### config.mk
export PLATFORM = sky130hd
export DESIGN_NAME = trig_mx_top
export DESIGN_NICKNAME = d
export VERILOG_FILES = /design/src/rtl/trig_mx_pkg.sv /design/src/rtl/trig_mx_cfg.sv /design/src/rtl/trig_mx_route.sv /design/src/rtl/trig_mx_stage.sv /design/src/rtl/trig_mx_top.sv
export SDC_FILE = /design/constraint.sdc
export NUM_CORES = 1
export LEC_CHECK = 0
export CAP_MARGIN = 20
export CORE_MARGIN = 3
export CORE_UTILIZATION = 69
export CTS_CLUSTER_DIAMETER = 100
export DETAILED_ROUTE_END_ITERATION = 8
export DONT_BUFFER_PORTS = 1
export GPL_ROUTABILITY_DRIVEN = 0
export PLACE_DENSITY_LB_ADDON = 0.1
export SLEW_MARGIN = 20
export SYNTH_ARGS = -nofsm -noshare
export SYNTH_HDL_FRONTEND = slang
export SYNTH_SLANG_ARGS = --single-unit
### constraint.sdc
create_clock -name clk -period 2.99 [get_ports clk]
set_input_delay 0.598 -clock clk [delete_from_list [all_inputs] [get_ports clk]]
set_output_delay 0.598 -clock clk [all_outputs]
set_load 0.03 [all_outputs]
### src/rtl/trig_mx_pkg.sv
package trig_mx_pkg;
   localparam int MAX_PORTS = 24;
   typedef logic [MAX_PORTS-1:0] wide_mask_t;

   // Legal source bits for a destination index.
   function automatic wide_mask_t legal_mask(input int dst, input int n_diff,
                                             input int n_se, input int n_card);
      wide_mask_t m;
      int base;
      m    = '0;
      base = n_diff + n_se;
      for (int i = 0; i < MAX_PORTS; i++) begin
         if (i < base)
            m[i] = (dst < n_card);
         else if (i < base + n_card)
            m[i] = (i != base + dst);
      end
      return m;
   endfunction

   function automatic int addr_bits(input int n);
      return (n > 1) ? $clog2(n) : 1;
   endfunction
endpackage

### src/rtl/trig_mx_cfg.sv
module trig_mx_cfg
   import trig_mx_pkg::*;
#(
   parameter int N_DIFF = 4,
   parameter int N_SE   = 6,
   parameter int N_CARD = 8,
   localparam int NSRC  = N_DIFF + N_SE + N_CARD,
   localparam int NDST  = N_CARD + N_SE,
   localparam int AW    = addr_bits(NDST)
) (
   input  logic                 clk,
   input  logic                 rst_n,
   input  logic                 wr_en,
   input  logic [AW-1:0]        wr_sel,
   input  logic [NSRC-1:0]      wr_val,
   output logic [NSRC-1:0]      rd_val,
   output logic [NDST*NSRC-1:0] masks
);
   logic [NSRC-1:0] mask_q [NDST];

   for (genvar d = 0; d < NDST; d++) begin : g_dst
      localparam wide_mask_t      LW    = legal_mask(d, N_DIFF, N_SE, N_CARD);
      localparam logic [NSRC-1:0] LEGAL = LW[NSRC-1:0];
      localparam logic [AW-1:0]   MY_ID = AW'(d);

      always_ff @(posedge clk or negedge rst_n) begin
         if (!rst_n)
            mask_q[d] <= '0;
         else if (wr_en && (wr_sel == MY_ID))
            mask_q[d] <= wr_val & LEGAL;
      end

      assign masks[d*NSRC +: NSRC] = mask_q[d];
   end

   always_comb begin
      rd_val = '0;
      for (int d = 0; d < NDST; d++)
         if (int'(wr_sel) == d)
            rd_val = mask_q[d];
   end
endmodule

### src/rtl/trig_mx_route.sv
module trig_mx_route #(
   parameter int N_DIFF = 4,
   parameter int N_SE   = 6,
   parameter int N_CARD = 8,
   localparam int NSRC  = N_DIFF + N_SE + N_CARD,
   localparam int NDST  = N_CARD + N_SE
) (
   input  logic [NSRC-1:0]      src,
   input  logic [NDST*NSRC-1:0] masks,
   output logic [NDST-1:0]      hit,
   output logic [N_SE-1:0]      drive_req
);
   for (genvar d = 0; d < NDST; d++) begin : g_or
      assign hit[d] = |(masks[d*NSRC +: NSRC] & src);
   end

   for (genvar j = 0; j < N_SE; j++) begin : g_drv
      assign drive_req[j] = |masks[(N_CARD+j)*NSRC +: NSRC];
   end
endmodule

### src/rtl/trig_mx_stage.sv
module trig_mx_stage #(
   parameter int W       = 8,
   parameter bit OUT_REG = 1'b1
) (
   input  logic         clk,
   input  logic         rst_n,
   input  logic [W-1:0] d,
   output logic [W-1:0] q
);
   if (OUT_REG) begin : g_reg
      logic [W-1:0] q_r;
      always_ff @(posedge clk or negedge rst_n) begin
         if (!rst_n) q_r <= '0;
         else        q_r <= d;
      end
      assign q = q_r;
   end else begin : g_wire
      assign q = d;
   end
endmodule

### src/rtl/trig_mx_top.sv
module trig_mx_top
   import trig_mx_pkg::*;
#(
   parameter int N_DIFF  = 4,
   parameter int N_SE    = 6,
   parameter int N_CARD  = 8,
   parameter bit OUT_REG = 1'b1,
   localparam int NSRC   = N_DIFF + N_SE + N_CARD,
   localparam int NDST   = N_CARD + N_SE,
   localparam int AW     = addr_bits(NDST)
) (
   input  logic            clk,
   input  logic            rst_n,
   input  logic            cfg_we,
   input  logic [AW-1:0]   cfg_addr,
   input  logic [NSRC-1:0] cfg_wdata,
   output logic [NSRC-1:0] cfg_rdata,
   input  logic [N_DIFF-1:0] diff_in,
   input  logic [N_SE-1:0]   se_in,
   input  logic [N_CARD-1:0] card_src,
   output logic [N_CARD-1:0] card_dst,
   output logic [N_SE-1:0]   se_out,
   output logic [N_SE-1:0]   se_oe
);
   if (N_DIFF < 1 || N_DIFF > MAX_PORTS) begin : g_bad_diff
      $error("trig_mx_top: N_DIFF out of range");
   end
   if (N_SE < 1 || N_SE > MAX_PORTS) begin : g_bad_se
      $error("trig_mx_top: N_SE out of range");
   end
   if (N_CARD < 1 || N_CARD > MAX_PORTS) begin : g_bad_card
      $error("trig_mx_top: N_CARD out of range");
   end
   if (NSRC > MAX_PORTS || NDST > MAX_PORTS) begin : g_bad_total
      $error("trig_mx_top: matrix side wider than mask limit");
   end

   localparam int SW = NDST + N_SE;

   logic [NDST*NSRC-1:0] mask_flat;
   logic [NSRC-1:0]      src_vec;
   logic [NDST-1:0]      hit;
   logic [N_SE-1:0]      drive_req;
   logic [SW-1:0]        stage_q;

   assign src_vec = {card_src, se_in, diff_in};

   trig_mx_cfg #(.N_DIFF(N_DIFF), .N_SE(N_SE), .N_CARD(N_CARD)) u_cfg (
      .clk   (clk),
      .rst_n (rst_n),
      .wr_en (cfg_we),
      .wr_sel(cfg_addr),
      .wr_val(cfg_wdata),
      .rd_val(cfg_rdata),
      .masks (mask_flat)
   );

   trig_mx_route #(.N_DIFF(N_DIFF), .N_SE(N_SE), .N_CARD(N_CARD)) u_route (
      .src      (src_vec),
      .masks    (mask_flat),
      .hit      (hit),
      .drive_req(drive_req)
   );

   trig_mx_stage #(.W(SW), .OUT_REG(OUT_REG)) u_stage (
      .clk  (clk),
      .rst_n(rst_n),
      .d    ({drive_req, hit}),
      .q    (stage_q)
   );

   assign card_dst = stage_q[N_CARD-1:0];
   assign se_out   = stage_q[NDST-1:N_CARD];
   assign se_oe    = stage_q[SW-1:NDST];
endmodule

==> results.yml, run 1 <==
setup_path:
  crit-reg2reg-capture: "u_stage.q[1]$_DFF_PN0_"
  worst-r2r-setup-slack_ns: 1.56
  critical_path_peak_fanout: 66
  startpoint_type: "input pin"
  crit_family: "compound AO/OA/AOI/OAI gates"
  cp_num_buf_inv: 2
  path_depth: 6
  worst-endpoint-arrival_ns: 2.42
  crit_path_end_kind: "output pin"
  rr_worst_depth: 4
  crit_path_cell_trace: "inv_1, nor2_1, a21o_1, a222oi_1, a21oi_1, buf_4"
  startpoint: "cfg_addr[0]"
  crit_end: "cfg_rdata[12]"
  critPathRequiredTime_ns: 2.39
  crit-reg2reg-launch: "u_cfg.masks[35]$_DFFE_PN0P_"
  worst_path_largest_cell_delay_ns: 0.48
  critical_path_class: "in -> out"
  critical_path.slowest_cell: "a222oi_1"
placed_design:
  buffer_ports.inserted: 0
  place_hpwl_um: 21800
  postPlaceCellArea_um2: 10500
yosys:
  synth.net_count: 931
  syn_area_um2: 10500
  synth_warnings: 0
  synth_top_cell_area_share: 0.488
  synth_enable_flop_cells: 0
  synth.lib_cells_used.distinct: 56
  synth_seq_area_share: 0.488
  synth_simple_gate_area_share: 0.0826
  synth_fa_ha_area_frac: 0
  syn_avg_cell_area_um2: 11.8
  synth_compound_gate_area_share: 0.166
  synthesis.instances: 888
  synth.ff_latch_count: 204
  post_synth_mux_area_share: 0.224
  xor_xnor_portion_of_the_synthesized_cell_area: 0
  synth_top_family_by_area: "multiplexers"
  synthDominantAreaCellType: "dfrtp_1"
  synth_top_flop_cell: "dfrtp_1"
  synth-async-reset-ratio: 1.00
  netlist_top_cells_area: "dfrtp_1 49%, mux2_2 19%, a22oi_1 4.2%, mux2i_1 2.1%, o21ai_0 1.8%"
layout:
  finish.instance_area_um2: 11200
  finished_core_util: 0.761
  fillers: 933
  layout-drive-gt1-share: 0.290
  areaGrowthSynthToFinish_pct: 7.04
  multiInputGateArea_um2: 4940
  area.sequential_um2: 5100
  n_antenna_cell: 0
  finalNetCount: 908
sta:
  max_slew.worst_pin.slew_ns: 0.916
  worst_clock_skew_ns: 0.00761
  hold-worst-slack_ns: -0.205
  fin_crit_sh: 1.01
  rsz0062_at_grt: "no"
  layout_setup_ws_ns: -0.0328
  setup_viol: 1
  timing_hold_violations_final: 204
  report.final.slew_viol_count: 0
  fmax_mhz: 331
  timing.slew.headroom: 0.387
  final.min_clock_period_ns: 3.02
min_path:
  min-delay-path-class: "in -> async"
pwr:
  total_power_density_per_cell_area_nw_per_um2: 736
  ir_drop_uv: 529
  p_leak_nw: 4.63
outcome:
  outcome: "finished with violations"
  failing_checks: "negative hold slack, negative setup slack"
global_route:
  first_global_vias: 8318
  grt_first_pass_wirelength_um: 49700
  antenna_violations_before_repair: 0
  gr-total-overflow: 0
  grt_start_max_net_pins: 205
  grt_use_total: 0.393
floorplanning:
  floorplan.die.height_um: 129
  die_area_um2: 16700
  effective_utilization_at_floorplan: 0.711
  floorplan.rows: 44
  design.portCount: 81
  die-width_um: 129
  area_of_the_core_region_um2: 14700
route:
  number_of_iterations_in_the_first_detailed_routing_pass: 7
  detail_route.drc_violations: 0
  detail-route-antenna-nets: 0
  via_per_inst: 7.92
  routed-via-count: 8392
  drt_wl_total_um: 32700
  wl_per_cell_um: 30.9
  dr.first_iter.drc_count: 1534
clock_network:
  clk_transition_reported_paths_ns: 0.06
  worstSkewPairLatency_ns: 0.50
  cts-root-to-sink-buffers: 3
  cts.htree.levels: 1
  numCtsBuffers: 21
  clock-root-buffer: "clkbuf_16"
  tritoncts: "yes"
  cts.sink_count: 204
run:
  cap_viol_max_count: 0
==> metal layers <==
| metal | up-vias | global-route usage | wire [um] |
|---|---|---|---|
| li1 | 3346 | - | - |
| met1 | 4104 | 0.542 | 12200 |
| met2 | 770 | 0.574 | 14100 |
| met3 | 172 | 0.151 | 4970 |
| met4 | 0 | 0.146 | 1520 |
| met5 | - | 0 | 0 |
==> how the worst min path moves through the flow <==
stage / from / end
2_1_floorplan: rst_n / u_cfg.masks[0]$_DFFE_PN0P_
3_3_place_gp: rst_n / u_cfg.masks[112]$_DFFE_PN0P_
3_5_place_dp: rst_n / u_cfg.masks[111]$_DFFE_PN0P_
4_1_cts: rst_n / u_cfg.masks[111]$_DFFE_PN0P_
5_1_grt: rst_n / u_cfg.masks[111]$_DFFE_PN0P_
6_report: rst_n / u_cfg.masks[129]$_DFFE_PN0P_
==> flip-flops by register name, summed over array words and instances, names as in the netlist <==
signal and cells:
u_stage.q 20, u_cfg.masks 184
==> repair_timing <==
item                       in CTS  in global routing
hold endpoints to repair      204                204
buffers inserted                0                  0
gates resized for setup         0                  1
setup endpoints to repair       0                  1
==> per-stage QoR <==
| step | TNS, ns | worst slack, ns | power [mW] | std cells |
|---|---|---|---|---|
| 2_1_floorplan | 0 | 0.379 | 5.11 | 888 |
| 6_report | -0.0328 | -0.0328 | 8.24 | 1059 |
| 3_5_place_dp | 0 | 0.162 | 5.58 | 1026 |
| 5_1_grt | 0 | 0.0183 | 8.49 | 1059 |
| 4_1_cts | 0 | 0.0406 | 8.17 | 1059 |
| 3_3_place_gp | 0 | 0.268 | 5.49 | 1026 |
==> cell usage in the layout (no fill, tap or decap), types with 13 or more instances in the layout <==
cell / count
a22oi_1: 58
nand2_1: 37
o21ai_0: 37
a221oi_1: 20
dfrtp_1: 204
nor2b_1: 19
clkbuf_16: 21
buf_4: 30
nand3_1: 23
mux2i_1: 22
o22ai_1: 28
nor2_1: 13
a21oi_1: 30
mux2_2: 172
==> Yosys cell counts (2+ instances only) <==
cell,count
nand2_1,37
nand2b_1,6
a22oi_1,58
a221oi_1,20
o21bai_1,2
nor4_1,12
nor3_1,4
a222oi_1,10
buf_6,5
buf_2,18
nand3_2,3
o2bb2ai_1,10
a32oi_1,4
buf_4,13
and2b_1,2
mux2_2,172
inv_1,5
clkbuf_1,35
mux2i_1,22
a21o_1,6
mux4_2,3
a32o_1,3
o211ai_1,3
nor2b_1,19
a211oi_1,2
nand4_1,7
nor2_2,3
o21ai_1,3
nand3_1,23
a2bb2oi_1,10
nor2_1,13
nor3_4,3
o32a_1,2
o21a_1,2
dfrtp_1,204
nor2_4,4
mux2_1,10
and3_1,9
o21ai_0,37
a22o_1,9
buf_1,4
o22ai_1,28
a21oi_1,30
==> area by class of cell <==
cell class,count,share of cell area
Sequential cell,204,0.456
Multi-Input combinational cell,603,0.442
Clock buffer,27,0.0525
Tap cell,184,0.0206
Timing Repair Buffer,30,0.0201
Clock inverter,6,0.00716
Inverter,5,0.00168
==> where the power goes <==
part           switching (mW)  internal, mW  total, mW
registers               0.773          3.38       4.15
logic                   0.639         0.843       1.48
clock network            1.06          1.55       2.60
total                    2.47          5.77       8.24
==> kinds of logic after synthesis <==
| family | after synthesis |
|---|---|
| DFF | 204 |
| muxes | 207 |
| buffers and inverters | 81 |
| AOI/OAI and AO/OA | 245 |
| and+or+nand+nor | 151 |
==> worst reg2reg max path: stages, from the launching register on <==
cell	delay, ns
dfrtp_1	0.43
a22o_1	0.22
a221oi_1	0.31
and3_1	0.22
nand3_1	0.11
No activity file was read; power rests on OpenSTA's default activity.
==> inputs of run 2 (changes only) <==
--- a/config.mk
+++ b/config.mk
@@ -5,7 +5,6 @@
 export SDC_FILE = /design/constraint.sdc
 export NUM_CORES = 1
 export LEC_CHECK = 0
-export CAP_MARGIN = 20
 export CORE_MARGIN = 3
 export CORE_UTILIZATION = 69
 export CTS_CLUSTER_DIAMETER = 100
==> results of run 2 <==
No change in the layout: final DEF, timing and power equal those of run 1.
==> inputs of run 3 (changes only) <==
--- a/config.mk
+++ b/config.mk
@@ -5,6 +5,7 @@
 export SDC_FILE = /design/constraint.sdc
 export NUM_CORES = 1
 export LEC_CHECK = 0
+export CAP_MARGIN = 0
 export CORE_MARGIN = 3
 export CORE_UTILIZATION = 69
 export CTS_CLUSTER_DIAMETER = 100
@@ -12,6 +13,7 @@
 export DONT_BUFFER_PORTS = 1
 export GPL_ROUTABILITY_DRIVEN = 0
 export PLACE_DENSITY_LB_ADDON = 0.1
+export REMOVE_ABC_BUFFERS = 1
 export SLEW_MARGIN = 20
 export SYNTH_ARGS = -nofsm -noshare
 export SYNTH_HDL_FRONTEND = slang
==> results.yml, run 3 (synthesis results as in run 1) <==
sta:
  tns_ns: 0
  timing_hold_violations_final: 204
  rsz0062_at_grt: "no"
  worst_clock_skew_ns: 0.00677
  report.final.slew_viol_count: 0
  final.min_clock_period_ns: 2.79
  hold-worst-slack_ns: -0.222
  setup_viol: 0
  max_slew.worst_pin.slew_ns: 0.752
  fin_crit_sh: 0.934
  fmax_mhz: 358
  timing.slew.headroom: 0.497
setup_path:
  critical_path_class: "reg -> out"
  crit-reg2reg-capture: "u_stage.q[3]$_DFF_PN0_"
  crit_path_end_kind: "output pin"
  worst-r2r-setup-slack_ns: 1.34
  worst-endpoint-arrival_ns: 2.19
  startpoint_type: "flip-flop"
  critPathRequiredTime_ns: 2.39
  crit-reg2reg-launch: "u_cfg.masks[61]$_DFFE_PN0P_"
  startpoint: "u_cfg.masks[14]$_DFFE_PN0P_"
  rr_worst_depth: 4
  critical_path_peak_fanout: 3
floorplanning:
  effective_utilization_at_floorplan: 0.711
  area_of_the_core_region_um2: 14700
  die-width_um: 129
  design.portCount: 81
  die_area_um2: 16700
  floorplan.die.height_um: 129
  floorplan.rows: 44
global_route:
  grt_first_pass_wirelength_um: 51400
  grt_start_max_net_pins: 205
  grt_use_total: 0.409
  first_global_vias: 8559
  antenna_violations_before_repair: 2
  gr-total-overflow: 0
route:
  via_per_inst: 8.04
  routed-via-count: 8563
  detail-route-antenna-nets: 0
  wl_per_cell_um: 31.8
  number_of_iterations_in_the_first_detailed_routing_pass: 7
  drt_wl_total_um: 33900
  detail_route.drc_violations: 0
  dr.first_iter.drc_count: 1471
outcome:
  outcome: "finished with violations"
  failing_checks: "negative hold slack"
layout:
  most_frequent_cells_in_the_layout: "204 x dfrtp_1, 172 x mux2_2, 58 x a22oi_1, 37 x nand2_1, 37 x o21ai_0"
  finalNetCount: 911
  area.sequential_um2: 5100
  finish.instance_area_um2: 11300
  n_antenna_cell: 0
  layout-drive-gt1-share: 0.293
  areaGrowthSynthToFinish_pct: 7.95
  multiInputGateArea_um2: 4940
  mostFrequentLayoutCell: "dfrtp_1"
  largest_register_ffs: 184
  finished_core_util: 0.768
  final-instance-count-excl-fill: 1065
  fillers: 982
clock_network:
  clk_transition_reported_paths_ns: 0.06
  tritoncts: "yes"
  clock-root-buffer: "clkbuf_16"
  cts.repair.resized: 0
  numCtsBuffers: 22
  worstSkewPairLatency_ns: 0.51
  cts-root-to-sink-buffers: 3
  cts.sink_count: 204
  cts.htree.levels: 1
placed_design:
  buffer_ports.inserted: 0
  postPlaceCellArea_um2: 10500
  place.detailed.instances: 1028
  place_hpwl_um: 21900
run:
  cap_viol_max_count: 0
pwr:
  total_power_density_per_cell_area_nw_per_um2: 756
  ir_drop_uv: 582
  p_leak_nw: 4.67
min_path:
  min-delay-path-class: "in -> async"
run 3: cell count changes in the layout (fill, tap and decap cells not counted), sizes merged:
cell | before | now
buf | 30 | 32
clkbuf | 27 | 33
clkinv | 4 | 1
clkinvlp | 0 | 1
run 3: area by class of cell:
class	instances	area share
sequential	204	0.452
clock inverter	4	0.00643
tap	184	0.0204
multi-input combinational	603	0.437
inverter	5	0.00166
clock buffer	33	0.0605
timing repair buffer	32	0.0213
run 3: worst max-delay path by stage:
| stage | end | slack (ns) | depth (start not counted) |
|---|---|---|---|
| floorplan | cfg_rdata[14] | 0.04 | 5 |
| global placement | cfg_rdata[7] | 0.39 | 7 |
| detailed placement | cfg_rdata[0] | 0.30 | 7 |
| CTS | cfg_rdata[14] | 0.24 | 6 |
| global route | cfg_rdata[0] | 0.14 | 7 |
| finish | cfg_rdata[14] | 0.20 | 6 |
run 3: worst max-delay path, stage by stage (launching register included):
cell	delay [ns]
dfrtp_1	0.44
mux4_2	0.47
nor2_1	0.11
a211oi_1	0.07
o32ai_1	0.25
a32oi_1	0.14
buf_4	0.20
run 3: layer usage:
layer | global-route usage | part of all wire | vias up
met5 | 0 | 0.00086 | -
met3 | 0.123 | 0.14 | 188
met2 | 0.604 | 0.44 | 806
li1 | - | - | 3364
met1 | 0.552 | 0.35 | 4201
met4 | 0.209 | 0.064 | 4
run 3: what timing repair did:
item                                    CTS  global route
setup buffers                             0             0
hold endpoints to repair                204           204
endpoints found under the setup margin    0             0
run 3: power breakdown:
group / switching [mW] / internal, mW
clock: 1.11 / 1.74
sequential: 0.763 / 3.38
combinational: 0.690 / 0.843
total: 2.57 / 5.96
run 3: through the flow:
stage	power, mW	setup slack, ns	hold slack, ns
2_1_floorplan	5.01	0.0434	0.302
3_3_place_gp	5.53	0.389	0.309
3_5_place_dp	5.62	0.302	0.308
4_1_cts	8.44	0.241	-0.219
5_1_grt	8.79	0.137	-0.226
6_report	8.53	0.197	-0.222
